===== config.mk =====
export PLATFORM = sky130hd
export DESIGN_NAME = ipc_mailbox
export DESIGN_NICKNAME = d
export VERILOG_FILES = /design/src/rtl/ipc_mailbox.sv
export SDC_FILE = /design/constraint.sdc
export NUM_CORES = 1
export LEC_CHECK = 0
export BUFFER_PORTS_ARGS = -buffer_cell sky130_fd_sc_hd__buf_4
export CELL_PAD_IN_SITES_DETAIL_PLACEMENT = 2
export CELL_PAD_IN_SITES_GLOBAL_PLACEMENT = 2
export CORE_MARGIN = 10
export CORE_UTILIZATION = 50
export DETAILED_ROUTE_END_ITERATION = 8
export HOLD_SLACK_MARGIN = 0.12
export PLACE_DENSITY_LB_ADDON = 0.1
export SLEW_MARGIN = 15
export SYNTH_ARGS = -nofsm -noshare
export SYNTH_HDL_FRONTEND = slang
export SYNTH_SLANG_ARGS = --single-unit

===== constraint.sdc =====
create_clock -name clk -period 7.7 [get_ports clk]
set_input_delay 1.54 -clock clk [delete_from_list [all_inputs] [get_ports clk]]
set_output_delay 1.54 -clock clk [all_outputs]
set_load 0.02 [all_outputs]

===== src/rtl/ipc_mailbox.sv =====
module ipc_mailbox #(
  parameter int DEPTH = 8,
  parameter int DW    = 32
) (
  input  logic          clk,
  input  logic          rst_n,
  input  logic          bus_valid,
  input  logic          bus_write,
  input  logic [7:0]    bus_addr,
  input  logic [DW-1:0] bus_wdata,
  output logic [DW-1:0] bus_rdata,
  input  logic [1:0]    peer_id,
  input  logic          peer_event,
  output logic          irq
);
  localparam int PW = (DEPTH > 1) ? $clog2(DEPTH) : 1;
  localparam int CW = $clog2(DEPTH + 1);
  localparam logic [7:0] OFS_POP  = 8'h80;
  localparam logic [7:0] OFS_PEEK = 8'h90;
  localparam logic [7:0] OFS_SID  = 8'h94;
  localparam logic [7:0] OFS_STAT = 8'h98;
  localparam logic [7:0] OFS_CFG  = 8'h9C;
  localparam logic [7:0] OFS_PUSH = 8'hA0;

  logic [DW-1:0] mem [DEPTH];
  logic [PW-1:0] wptr, rptr;
  logic [CW-1:0] count;
  logic [2:0]    en;
  logic          clr_arm, err_wfull, err_rempty;
  logic [DW-1:0] rd_mux;

  wire empty   = (count == '0);
  wire full    = (count == CW'(DEPTH));
  wire rd_acc  = bus_valid & ~bus_write;
  wire wr_acc  = bus_valid & bus_write;
  wire push_rq = wr_acc && bus_addr == OFS_PUSH;
  wire pop_rq  = rd_acc && bus_addr == OFS_POP;
  wire cfg_wr  = wr_acc && bus_addr == OFS_CFG;
  wire do_push = push_rq && !full;
  wire do_pop  = pop_rq && !empty;
  wire flush   = cfg_wr && clr_arm && !bus_wdata[3];
  wire [2:0] pend = {peer_event, ~full, ~empty};

  assign irq = |(en & pend);

  function automatic logic [PW-1:0] bump(input logic [PW-1:0] p);
    return (p == PW'(DEPTH - 1)) ? '0 : p + 1'b1;
  endfunction

  always_ff @(posedge clk)
    if (do_push) mem[wptr] <= bus_wdata;

  always_ff @(posedge clk or negedge rst_n)
    if (!rst_n) begin
      wptr  <= '0;
      rptr  <= '0;
      count <= '0;
    end else if (flush) begin
      wptr  <= '0;
      rptr  <= '0;
      count <= '0;
    end else if (do_push) begin
      wptr  <= bump(wptr);
      count <= count + 1'b1;
    end else if (do_pop) begin
      rptr  <= bump(rptr);
      count <= count - 1'b1;
    end

  always_ff @(posedge clk or negedge rst_n)
    if (!rst_n) begin
      en         <= '0;
      clr_arm    <= 1'b0;
      err_wfull  <= 1'b0;
      err_rempty <= 1'b0;
    end else if (cfg_wr) begin
      en         <= bus_wdata[2:0];
      clr_arm    <= bus_wdata[3];
      err_wfull  <= 1'b0;
      err_rempty <= 1'b0;
    end else begin
      if (push_rq && full) err_wfull  <= 1'b1;
      if (pop_rq && empty) err_rempty <= 1'b1;
    end

  always_comb begin
    rd_mux = '0;
    case (bus_addr)
      OFS_POP, OFS_PEEK: rd_mux = empty ? '0 : mem[rptr];
      OFS_SID:  rd_mux[1:0] = peer_id;
      OFS_STAT: begin
        rd_mux[DW-1] = full;
        rd_mux[DW-2] = empty;
        rd_mux[7:0]  = 8'(count);
      end
      OFS_CFG: begin
        rd_mux[2:0] = en;
        rd_mux[3]   = clr_arm;
        rd_mux[6:4] = pend;
        rd_mux[9]   = err_wfull;
        rd_mux[10]  = err_rempty;
      end
      default: rd_mux = '0;
    endcase
  end

  always_ff @(posedge clk or negedge rst_n)
    if (!rst_n)      bus_rdata <= '0;
    else if (rd_acc) bus_rdata <= rd_mux;

  AST_COUNT_BOUND: assert property (@(posedge clk) disable iff (!rst_n)
    count <= CW'(DEPTH));
  AST_PEEK_KEEPS: assert property (@(posedge clk) disable iff (!rst_n)
    (rd_acc && bus_addr == OFS_PEEK) |=> $stable(count));
  AST_FULL_DROP: assert property (@(posedge clk) disable iff (!rst_n)
    (push_rq && full) |=> (count == $past(count) && err_wfull));
  AST_EMPTY_POP: assert property (@(posedge clk) disable iff (!rst_n)
    (pop_rq && empty) |=> (bus_rdata == '0 && err_rempty));
  AST_ERR_CLEAR: assert property (@(posedge clk) disable iff (!rst_n)
    cfg_wr |=> (!err_wfull && !err_rempty));
  AST_FLUSH_EMPTIES: assert property (@(posedge clk) disable iff (!rst_n)
    (cfg_wr && clr_arm && !bus_wdata[3]) |=> (count == '0));
  AST_IRQ_QUIET: assert property (@(posedge clk) disable iff (!rst_n)
    (en == 3'b000) |-> !irq);
endmodule


==> results by group <==
Route
  • Vias per cell: 6.02
  • Met3 wire length: roughly 1600 um
  • Via count: 6247
  • Final wirelength: about 32000 um
  • Met1 WL: 12700 um
  • DRC violations left: 0
  • WL met2: 16800 um
  • DR top layer: met4
  • Iteration-0 DRC Markers: 560
  • DRT Pass-1 Iters: 5
  • Routed WL per cell: roughly 31 um
  • Final antenna-violating net count: 0

STA
  • Max-slew violations: 0
  • Minimum clock period: 3.95 ns
  • TNS Setup: 0 ns
  • Final Hold Viols: 0
  • RSZ-0062 raised after global routing: no
  • Max Fclk: between 0.2 and 0.3 GHz
  • Max-slew headroom: 24.9%
  • Final clock skew: between 0.02 and 0.025 ns
  • Endpoints failing setup: 0
  • Final worst-path cycle share: about half
  • Measured slew at the worst slew-check pin: between 1 and 1.5 ns

Yosys
  • Ys flop type: edfxtp_1
  • Post-synth net total: 652
  • FFs w/ async S/R, synth: between 15 and 20%
  • Synth Warn #: 0
  • Mapped Cells: 598
  • Mean post-synth cell area: 19.8 um^2
  • #FFs+latches synth: 304
  • Cell variety after synth: 48
  • Post-Syn Area: ~0.012 mm^2
  • Sequential area share after synthesis: between 70% and 80%
  • Number of synthesized flops with an enable pin: 256

Cells and area
  • Nets@finish: 748
  • Diodes inserted: 0
  • Fill cell count: 1962
  • Layout overhead on the synthesized area: 17.6%
  • Design Area, Final: about 0.014 mm^2
  • Storage cell area: 0.00889 mm^2
  • Layout cells sized above 1: 31.8%
  • Multi-input logic area: between 0.002 and 0.003 mm^2

Worst hold path
  • Min-delay worst type: flip-flop to flip-flop

Clock network
  • Num Clock Sinks: 304
  • Post-CTS setup buffer count: 0
  • Max Root-Sink Buffers: 3
  • H-tree levels: 1
  • Clk slew on worst S/H paths: 0.06 ns
  • Total CTS buffers: 31
  • Clk_lat worst skew: approximately 0.55 ns
  • CTS tree: yes
  • Post-cts sizing count: 0
  • Clock root buffer master: clkbuf_16
  • Hold Buf Count CTS: 0

Setup path
  • CP endpoint kind: primary output
  • R2R Path Start: rptr[0]
  • Critical path buffer and inverter count: 2
  • Crit-path max FO: 7
  • CP max stage delay: 0.75 ns
  • Crit-path leading delay family: simple AND/OR/NAND/NOR gates
  • Crit path to: irq
  • CP Depth: 4
  • Slowest-stage cell, CP: or4b_1
  • R2R setup slack: between 4 and 5 ns
  • Crit-path cells: or4b_1 -> a222oi_1 -> inv_1 -> buf_4
  • Cell depth of the worst flop-to-flop path: 5
  • CP Launch Type: flip-flop
  • RR Endpoint: bus_rdata[2]
  • WS Path Type: flip-flop to primary output
  • CP startpoint: count[1]
  • Arrival time at the worst endpoint: 2.41 ns
  • Data required, critical path: 6.16 ns

Die
  • Number of cell rows: 56
  • Initial cell density of the core: 50.7%
  • I/O pins: 80
  • Die Ht: 174 um
  • Die footprint: 0.0303 mm^2
  • Die width: 174 um
  • Core box area: 0.0234 mm^2

Global route
  • Total GRT Usage: 21.0%
  • First-pass GRT wire length: 48200 um
  • Largest net degree at the start of global routing: 61
  • Antenna violations before repair: 0
  • Vias in the first global route: 7181
  • Total grt overflow: 0

Job
  • Max-cap violation count: 0

Power and ir drop
  • Power, Total: 3.36 mW
  • Static Leak: about 4.7 nW
  • Maximum vdd drop: 177 uV
  • Pwr/cell area: ~240 mW/mm^2

Run status
  • Status: finished, final reports clean

Place
  • # port buffers: 79
  • Area post-placement: 0.0128 mm^2
  • Hpwl dp: 18700 um
  • RD Place Congestion: 0.788
-- how the worst min path moves through the flow --
| stage | from | end | slack [ns] | cells after the start |
|---|---|---|---|---|
| detailed placement | bus_rdata[3] | bus_rdata[3] | 0.48 | 1 |
| global placement | bus_rdata[12] | bus_rdata[12] | 0.47 | 2 |
| global route | bus_rdata[28] | bus_rdata[28] | 0.54 | 2 |
| finish | bus_rdata[15] | bus_rdata[15] | 0.50 | 2 |
| floorplan | err_rempty | err_rempty | 0.46 | 2 |
| CTS | bus_rdata[15] | bus_rdata[15] | 0.50 | 2 |
-- worst register-to-register path, stage by stage, from the launching register on --
cell and delay, ns:
dfrtp_4 0.62, buf_4 0.86, mux4_2 0.65, mux2i_1 0.34
nor2_1 0.08, a211o_1 0.25
-- power by group --
| group | switching, mW | internal, mW | total, mW |
|---|---|---|---|
| clock | 0.619 | 0.878 | 1.50 |
| combinational | 0.0472 | 0.0234 | 0.0707 |
| sequential | 0.00299 | 1.79 | 1.79 |
| total | 0.669 | 2.69 | 3.36 |
-- cells in the mapped netlist, types with 2 or more instances --
master,instances,area [um^2]
edfxtp_1,256,7690
mux4_2,64,1440
dfrtp_1,48,1200
nand2_1,39,146
mux2i_1,36,360
o21ai_1,27,135
nor2_1,20,75.1
clkbuf_1,15,56.3
buf_2,6,30.0
ha_1,6,75.1
nor3_1,6,30.0
a21oi_1,5,25.0
a22oi_1,4,30.0
buf_1,4,15.0
buf_6,4,45.0
mux2_1,4,45.0
nand2b_1,4,25.0
o221ai_2,4,60.1
inv_1,3,11.3
nand4_1,3,18.8
nor4_1,3,18.8
o21ai_0,3,15.0
a211o_1,2,17.5
a22o_1,2,17.5
a31oi_1,2,12.5
and3_1,2,12.5
nor3b_1,2,15.0
or3_1,2,12.5
or4b_4,2,27.5
xnor2_1,2,17.5
-- final cells by class --
type / instances / share of cell area (%)
Clock buffer: 44 / 6.48
Clock inverter: 13 / 0.807
Inverter: 4 / 0.108
Multi-Input combinational cell: 261 / 20.6
Sequential cell: 304 / 63.8
Tap cell: 319 / 2.86
Timing Repair Buffer: 92 / 5.42
-- layer usage --
| metal | up-vias | global-route usage (%) |
|---|---|---|
| li1 | 2616 | - |
| met1 | 3381 | 26.8 |
| met2 | 206 | 37.0 |
| met3 | 44 | 3.40 |
| met4 | 0 | 4.85 |
| met5 | - | 0 |
-- cell usage in the layout, fill, tap and decap left out, types with 8 or more instances in the layout --
master / n
buf_4: 88
clkbuf_16: 31
clkbuf_8: 8
clkinv_2: 9
dfrtp_1: 45
edfxtp_1: 256
mux2i_1: 36
mux4_2: 64
nand2_1: 39
nor2_1: 14
o21ai_1: 27
-- cell families (layout without fill, tap and decap cells) --
family,after synthesis,count (layout),share of synthesized area (%)
fa+ha+maj,7,7,0.802
xor+xnor,2,2,0.148
compound gates,54,54,3.06
mux,104,104,15.6
buf+inv,33,153,1.36
flops,304,304,74.9
simple gates,94,94,4.11
-- metrics by stage --
stage	setup WS, ns	std cells	hold slack (ns)	utilization [%]
4_1_cts	3.63	1033	0.497	59.2
6_report	3.75	1037	0.496	59.6
3_3_place_gp	3.32	976	0.469	54.9
3_5_place_dp	3.12	976	0.485	54.9
5_1_grt	3.64	1037	0.539	59.6
2_1_floorplan	2.36	598	0.463	-
-- sequential cells by signal (all words and copies together) (netlist names) --
| register | cells |
|---|---|
| mem | 256 |
| count | 4 |
| clr_arm | 1 |
| err_wfull | 1 |
| en | 3 |
| bus_rdata | 32 |
| rptr | 3 |
| err_rempty | 1 |
| wptr | 3 |
Note: power is estimated with default switching activity, not from simulation.
